--- src/rtl/cpu_hp_pkg.sv ---
package cpu_hp_pkg;

    localparam int ID_W = 64;

    localparam logic [3:0] OFS_SEL  = 4'h0;
    localparam logic [3:0] OFS_STAT = 4'h4;
    localparam logic [3:0] OFS_CMD  = 4'h5;
    localparam logic [3:0] OFS_DATA = 4'h8;

    localparam logic [7:0] CMD_SCAN   = 8'd0;
    localparam logic [7:0] CMD_OST_EV = 8'd1;
    localparam logic [7:0] CMD_OST_ST = 8'd2;
    localparam logic [7:0] CMD_CPUID  = 8'd3;

    localparam int CTL_CLR_INS = 1;
    localparam int CTL_CLR_RM  = 2;
    localparam int CTL_EJECT   = 3;
    localparam int CTL_FW      = 4;

    typedef struct packed {
        logic sel_wr;
        logic ctl_wr;
        logic cmd_wr;
        logic data_wr;
        logic rd_data2;
        logic rd_stat;
        logic rd_data;
    } acc_t;

    typedef struct packed {
        logic en;
        logic ins;
        logic rm;
        logic fw_ej;
    } cpu_flags_t;

    function automatic logic [7:0] pack_status(cpu_flags_t f);
        logic [7:0] s;
        s    = 8'h00;
        s[0] = f.en;
        s[1] = f.ins;
        s[2] = f.rm;
        s[4] = f.fw_ej;
        return s;
    endfunction

endpackage

--- src/rtl/cpu_hp_decode.sv ---
module cpu_hp_decode
    import cpu_hp_pkg::*;
(
    input  logic       io_wr_i,
    input  logic       io_rd_i,
    input  logic [3:0] io_addr_i,
    input  logic       sel_ok_i,
    output acc_t       acc_o
);
    always_comb begin
        acc_o          = '0;
        acc_o.sel_wr   = io_wr_i && (io_addr_i == OFS_SEL);
        acc_o.ctl_wr   = io_wr_i && sel_ok_i && (io_addr_i == OFS_STAT);
        acc_o.cmd_wr   = io_wr_i && sel_ok_i && (io_addr_i == OFS_CMD);
        acc_o.data_wr  = io_wr_i && sel_ok_i && (io_addr_i == OFS_DATA);
        acc_o.rd_data2 = io_rd_i && sel_ok_i && (io_addr_i == OFS_SEL);
        acc_o.rd_stat  = io_rd_i && sel_ok_i && (io_addr_i == OFS_STAT);
        acc_o.rd_data  = io_rd_i && sel_ok_i && (io_addr_i == OFS_DATA);
    end
endmodule

--- src/rtl/cpu_hp_flags.sv ---
module cpu_hp_flags
    import cpu_hp_pkg::*;
#(
    parameter int N_CPU = 8,
    parameter int IDX_W = 3
) (
    input  logic                   clk,
    input  logic                   rst,
    input  logic [N_CPU-1:0]       add_req_i,
    input  logic [N_CPU-1:0]       rm_req_i,
    input  logic                   ctl_wr_i,
    input  logic [7:0]             ctl_byte_i,
    input  logic [IDX_W-1:0]       sel_idx_i,
    output cpu_flags_t [N_CPU-1:0] flags_o,
    output logic [N_CPU-1:0]       eject_o
);
    for (genvar i = 0; i < N_CPU; i++) begin : g_cpu
        logic       hit;
        cpu_flags_t cur;
        cpu_flags_t nxt;

        assign hit = ctl_wr_i && (sel_idx_i == IDX_W'(i));
        assign cur = flags_o[i];

        always_comb begin
            nxt = cur;
            if (hit && ctl_byte_i[CTL_CLR_INS]) nxt.ins = 1'b0;
            if (hit && ctl_byte_i[CTL_CLR_RM])  nxt.rm  = 1'b0;
            if (hit && ctl_byte_i[CTL_FW])      nxt.fw_ej = 1'b1;
            if (hit && ctl_byte_i[CTL_EJECT]) begin
                nxt.en    = 1'b0;
                nxt.fw_ej = 1'b0;
            end
            // platform requests win over same-cycle software clears
            if (add_req_i[i]) begin
                nxt.en  = 1'b1;
                nxt.ins = 1'b1;
            end
            if (rm_req_i[i]) nxt.rm = 1'b1;
        end

        always_ff @(posedge clk) begin
            if (rst) begin
                flags_o[i] <= '0;
                eject_o[i] <= 1'b0;
            end else begin
                flags_o[i] <= nxt;
                eject_o[i] <= hit && ctl_byte_i[CTL_EJECT];
            end
        end

        assert_add_sets_flags_R10: assert property (@(posedge clk) disable iff (rst)
            (!$past(rst) && $past(add_req_i[i])) |-> (flags_o[i].en && flags_o[i].ins));

        assert_rm_sets_flag_R10: assert property (@(posedge clk) disable iff (rst)
            (!$past(rst) && $past(rm_req_i[i])) |-> flags_o[i].rm);

        assert_eject_drops_fw_R6: assert property (@(posedge clk) disable iff (rst)
            eject_o[i] |-> !flags_o[i].fw_ej);
    end
endmodule

--- src/rtl/cpu_hp_search.sv ---
module cpu_hp_search #(
    parameter int N_CPU = 8,
    parameter int IDX_W = 3
) (
    input  logic [N_CPU-1:0] pend_i,
    output logic             found_o,
    output logic [IDX_W-1:0] idx_o
);
    // walk downward so the lowest pending index is the last assignment
    always_comb begin
        found_o = 1'b0;
        idx_o   = '0;
        for (int i = N_CPU - 1; i >= 0; i--) begin
            if (pend_i[i]) begin
                found_o = 1'b1;
                idx_o   = IDX_W'(i);
            end
        end
    end

    always_comb begin
        if (found_o) begin
            assert_pick_pending_R7: assert (pend_i[idx_o]);
        end
    end
endmodule

--- src/rtl/cpu_hp_regblk.sv ---
module cpu_hp_regblk
    import cpu_hp_pkg::*;
#(
    parameter int N_CPU = 8
) (
    input  logic                  clk,
    input  logic                  rst,
    input  logic                  io_wr_i,
    input  logic                  io_rd_i,
    input  logic [3:0]            io_addr_i,
    input  logic [31:0]           io_wdata_i,
    output logic [31:0]           io_rdata_o,
    input  logic [N_CPU-1:0]      hot_add_i,
    input  logic [N_CPU-1:0]      hot_rm_i,
    input  logic [N_CPU*ID_W-1:0] cpu_id_i,
    output logic [31:0]           ost_event_o,
    output logic [31:0]           ost_status_o,
    output logic                  ost_strobe_o,
    output logic [N_CPU-1:0]      eject_o
);
    localparam int IDX_W = (N_CPU > 1) ? $clog2(N_CPU) : 1;

    logic [31:0]            sel_q = '0;
    logic [7:0]             cmd_q;
    logic                   sel_ok;
    logic [IDX_W-1:0]       sel_idx;
    acc_t                   acc;
    cpu_flags_t [N_CPU-1:0] flags;
    logic [N_CPU-1:0]       pend;
    logic                   found;
    logic [IDX_W-1:0]       found_idx;
    cpu_flags_t             sel_flags;
    logic [ID_W-1:0]        sel_id;

    assign sel_ok  = (sel_q < 32'(N_CPU));
    assign sel_idx = sel_q[IDX_W-1:0];

    cpu_hp_decode u_dec (
        .io_wr_i   (io_wr_i),
        .io_rd_i   (io_rd_i),
        .io_addr_i (io_addr_i),
        .sel_ok_i  (sel_ok),
        .acc_o     (acc)
    );

    cpu_hp_flags #(.N_CPU(N_CPU), .IDX_W(IDX_W)) u_flags (
        .clk        (clk),
        .rst        (rst),
        .add_req_i  (hot_add_i),
        .rm_req_i   (hot_rm_i),
        .ctl_wr_i   (acc.ctl_wr),
        .ctl_byte_i (io_wdata_i[7:0]),
        .sel_idx_i  (sel_idx),
        .flags_o    (flags),
        .eject_o    (eject_o)
    );

    always_comb begin
        for (int i = 0; i < N_CPU; i++) pend[i] = flags[i].ins | flags[i].rm;
    end

    cpu_hp_search #(.N_CPU(N_CPU), .IDX_W(IDX_W)) u_search (
        .pend_i  (pend),
        .found_o (found),
        .idx_o   (found_idx)
    );

    // selector: power-up value only, reset leaves it alone
    always_ff @(posedge clk) begin
        if (!rst) begin
            if (acc.sel_wr)
                sel_q <= io_wdata_i;
            else if (acc.cmd_wr && io_wdata_i[7:0] == CMD_SCAN && found)
                sel_q <= 32'(found_idx);
        end
    end

    always_ff @(posedge clk) begin
        if (rst) begin
            cmd_q        <= CMD_SCAN;
            ost_event_o  <= '0;
            ost_status_o <= '0;
            ost_strobe_o <= 1'b0;
        end else begin
            ost_strobe_o <= 1'b0;
            if (acc.cmd_wr) cmd_q <= io_wdata_i[7:0];
            if (acc.data_wr && cmd_q == CMD_OST_EV) ost_event_o <= io_wdata_i;
            if (acc.data_wr && cmd_q == CMD_OST_ST) begin
                ost_status_o <= io_wdata_i;
                ost_strobe_o <= 1'b1;
            end
        end
    end

    always_comb begin
        sel_flags = '0;
        sel_id    = '0;
        for (int i = 0; i < N_CPU; i++) begin
            if (sel_idx == IDX_W'(i)) begin
                sel_flags = flags[i];
                sel_id    = cpu_id_i[i*ID_W +: ID_W];
            end
        end
    end

    always_comb begin
        io_rdata_o = '0;
        if (acc.rd_stat)
            io_rdata_o = {24'h0, pack_status(sel_flags)};
        else if (acc.rd_data2 && cmd_q == CMD_CPUID)
            io_rdata_o = sel_id[63:32];
        else if (acc.rd_data && cmd_q == CMD_CPUID)
            io_rdata_o = sel_id[31:0];
        else if (acc.rd_data && cmd_q == CMD_SCAN)
            io_rdata_o = sel_q;
    end

    assert_invalid_reads_zero_R2: assert property (@(posedge clk) disable iff (rst)
        !sel_ok |-> (io_rdata_o == 32'h0));

    assert_one_eject_R6: assert property (@(posedge clk) disable iff (rst)
        $onehot0(eject_o));

    assert_strobe_value_R9: assert property (@(posedge clk) disable iff (rst)
        ost_strobe_o |-> (ost_status_o == $past(io_wdata_i)));

    assert_sel_kept_in_reset_R3: assert property (@(posedge clk)
        $past(rst) |-> $stable(sel_q));
endmodule

--- config.mk ---
export PLATFORM = sky130hd
export DESIGN_NAME = cpu_hp_regblk
export DESIGN_NICKNAME = d
export VERILOG_FILES = /design/src/rtl/cpu_hp_pkg.sv /design/src/rtl/cpu_hp_decode.sv /design/src/rtl/cpu_hp_flags.sv /design/src/rtl/cpu_hp_search.sv /design/src/rtl/cpu_hp_regblk.sv
export SDC_FILE = /design/constraint.sdc
export NUM_CORES = 1
export LEC_CHECK = 0
export BUFFER_PORTS_ARGS = -buffer_cell sky130_fd_sc_hd__clkbuf_2
export CAP_MARGIN = 10
export CORE_AREA = 3 3 263 265
export CTS_CLUSTER_SIZE = 12
export DETAILED_ROUTE_END_ITERATION = 16
export DIE_AREA = 0 0 266 268
export SYNTH_ARGS = -nofsm -noshare
export SYNTH_HDL_FRONTEND = slang
export SYNTH_HIERARCHICAL = 1
export SYNTH_SLANG_ARGS = --single-unit
--- constraint.sdc ---
create_clock -name clk -period 9.25 [get_ports clk]
set_clock_uncertainty 0.05 [all_clocks]
set_input_delay 0.925 -clock clk [delete_from_list [all_inputs] [get_ports clk]]
set_output_delay 0.925 -clock clk [all_outputs]
set_load 0.01 [all_outputs]
==> results.toml <==
[clock_tree]
cts-root-buf = "clkbuf_16"
clock_path_buffers = 2
clk_pin_slew_ns = 0.07
post_cts_buffers = 0
cts-buffers-inserted = 17
h-tree-depth = 4
cts_tree = "yes"
clock_sinks = 145
cts_hold_buf = 0
insertion_delay_ns = 0.45
cts-resized-gates = 0

[logic_synthesis]
ys.flop_type = "dfxtp_1"
synth_fp_nets = 1954
synth_edf_count = 32
syn_inst = 1386
yosys_warnings = 6
synth-seq-cells = 145
syn_area_mm2 = 0.0111
yosysUniqueCellTypes = 74
syn_avg_cell_area_um2 = 8.01
synthArstFlopShare_pct = 0
seq_area_frac_synth_pct = 29.0

[final_layout]
seqCellArea_mm2 = 0.00322
mostFrequentLayoutCells = "672 x clkbuf_2, 199 x nand2_1, 196 x a21oi_1, 113 x dfxtp_1, 87 x o21ai_0"
layout-drive-gt1-share_pct = 42.6
stdcell_area_mm2 = 0.0159
final_common_cell = "clkbuf_2"
fillers = 7470
nets = 2542
areaGrowthSynthToFinish_pct = 42.9
multi_input_area_mm2 = 0.00728

[timing]
timing.final.crit_share_pct = 61.9
fin_setup_tns_ns = 0
hold_violations = 0
maxClockFrequency_mhz = 175
slew_headroom_pct = 17.3
worst_pin_slew_ns = 1.24
rsz0062_at_grt = "false"
slew_violations = 0
hold-worst-slack_ns = 0.403
setup_viol = 0
fin_crit_ns = 5.73

[worst_setup_path]
worstSetupPathType = "flip-flop to output pin"
critPathRequiredTime_ns = 8.28
critPathMaxFanout = 53
cp.arrival_ns = 4.75
start_kind = "flip-flop"
critPathCaptureType = "output pin"

[route]
wl_per_cell_um = 28.8
drt_iter0_markers = 989
ant_nets = 0
firstDrtPassIters = 6
via_per_inst = 4.79
routed_wl_um = 82900
drc_errors = 0
num_vias = 13808

[global_routing]
gr-total-overflow = 0
grtUsageTotal_pct = 21.9
antenna_found_initial = 54
grt_pass1_vias = 13072
grt_pass1_wl_um = 107000
grt_max_degree = 128

[hold_path]
hp-class = "flip-flop to flip-flop"

[pwr]
p_leak_nw = 6.84
power_density_mw_per_mm2 = 102
vdd.ir_drop.worst_mv = 0.147

[placement]
dpl_cell_area_mm2 = 0.0152
portBuffers = 672
place_congestion = 0.910
place_hpwl_um = 68700

[die]
die-area_mm2 = 0.0713
fp-row-count = 95
die_width_um = 266
fp.dieH_um = 268
initial_core_util_pct = 16.6
floorplan.io_pins = 673
core_area_mm2 = 0.0670

[run_status]
outcome = "complete, no violations"

[job]
drv_cap = 0
-- cell type report --
class,instances,share of cell area [%]
clock inverters,14,0.915
flip-flops and latches,145,20.3
multi-input cells,1096,45.9
diodes,22,0.347
inverters,18,0.442
repair buffers,696,22.4
well taps,873,6.89
clock buffers,18,2.77
-- stage by stage --
step	utilization, %	instances	power, mW	setup slack, ns
after floorplan	-	1386	0.756	5.45
after global placement	22.7	2827	0.943	3.94
after detailed placement	22.7	2827	0.943	3.88
after CTS	23.6	2859	1.65	3.36
after global routing	23.6	2873	1.69	3.19
final	23.7	2882	1.63	3.52
-- routing by layer --
| layer | GRT usage, % | up-vias | wire length [um] |
|---|---|---|---|
| li1 | - | 6377 | - |
| met1 | 26.8 | 6579 | 34000 |
| met2 | 34.3 | 689 | 37600 |
| met3 | 8.82 | 117 | 8470 |
| met4 | 8.77 | 46 | 2490 |
| met5 | 0 | - | 307 |
-- Yosys cell counts (14+ instances only) --
| cell | n | area [um2] |
|---|---|---|
| a211oi_1 | 17 | 128 |
| inv_1 | 14 | 52.6 |
| dfxtp_1 | 113 | 2260 |
| mux2i_1 | 79 | 791 |
| a221oi_1 | 20 | 175 |
| nor2_1 | 69 | 259 |
| nand2_1 | 199 | 747 |
| and2_1 | 37 | 231 |
| o21ai_1 | 20 | 100 |
| buf_2 | 54 | 270 |
| edfxtp_1 | 32 | 961 |
| a22oi_1 | 39 | 293 |
| a21oi_1 | 196 | 981 |
| o21ai_0 | 87 | 435 |
| a21o_1 | 15 | 113 |
| o221ai_1 | 24 | 210 |
| clkbuf_1 | 59 | 221 |
| mux2_2 | 72 | 811 |
-- where the power goes --
| group | switching (mW) | internal (mW) | leakage (nW) |
|---|---|---|---|
| clock | 0.310 | 0.386 | 0.288 |
| sequential | 0.00675 | 0.653 | 1.15 |
| combinational | 0.133 | 0.136 | 5.40 |
-- registers in the layout, indices dropped and copies added (netlist names) --
name	flops
cmd_q	8
ost_event_o	32
ost_status_o	32
ost_strobe_o	1
sel_q	32
u_flags/eject_o	8
u_flags/flags_o	32
-- logic make-up (layout without fill, tap and decap cells) --
kind of cell	Yosys count	after routing	share of synthesized area (%)
AOI/OAI and AO/OA	525	525	29.8
and+or+nand+nor	403	403	18.0
muxes	168	168	17.3
DFF	145	145	29.0
buffers and inverters	145	746	5.85
other	0	22	0
-- critical path, stage by stage, from the launching register on --
cell and delay (ns):
edfxtp_1 0.73, buf_4 0.66, nand2_1 0.71, nor2_2 0.97, a21oi_1 0.23, a211oi_1 0.70
clkbuf_2 0.27
-- final timing paths --
kind / startpoint / to / slack (ns) / cells past startpoint
worst max register to register: sel_q[16] / sel_q[30] / 5.62 / 9
worst max-delay path: sel_q[1] / io_rdata_o[30] / 3.52 / 6
worst min-delay path: ost_event_o[11] / ost_event_o[11] / 0.40 / 2
worst min register to register: ost_event_o[11] / ost_event_o[11] / 0.40 / 2
Power figures use the tool's default switching activity.
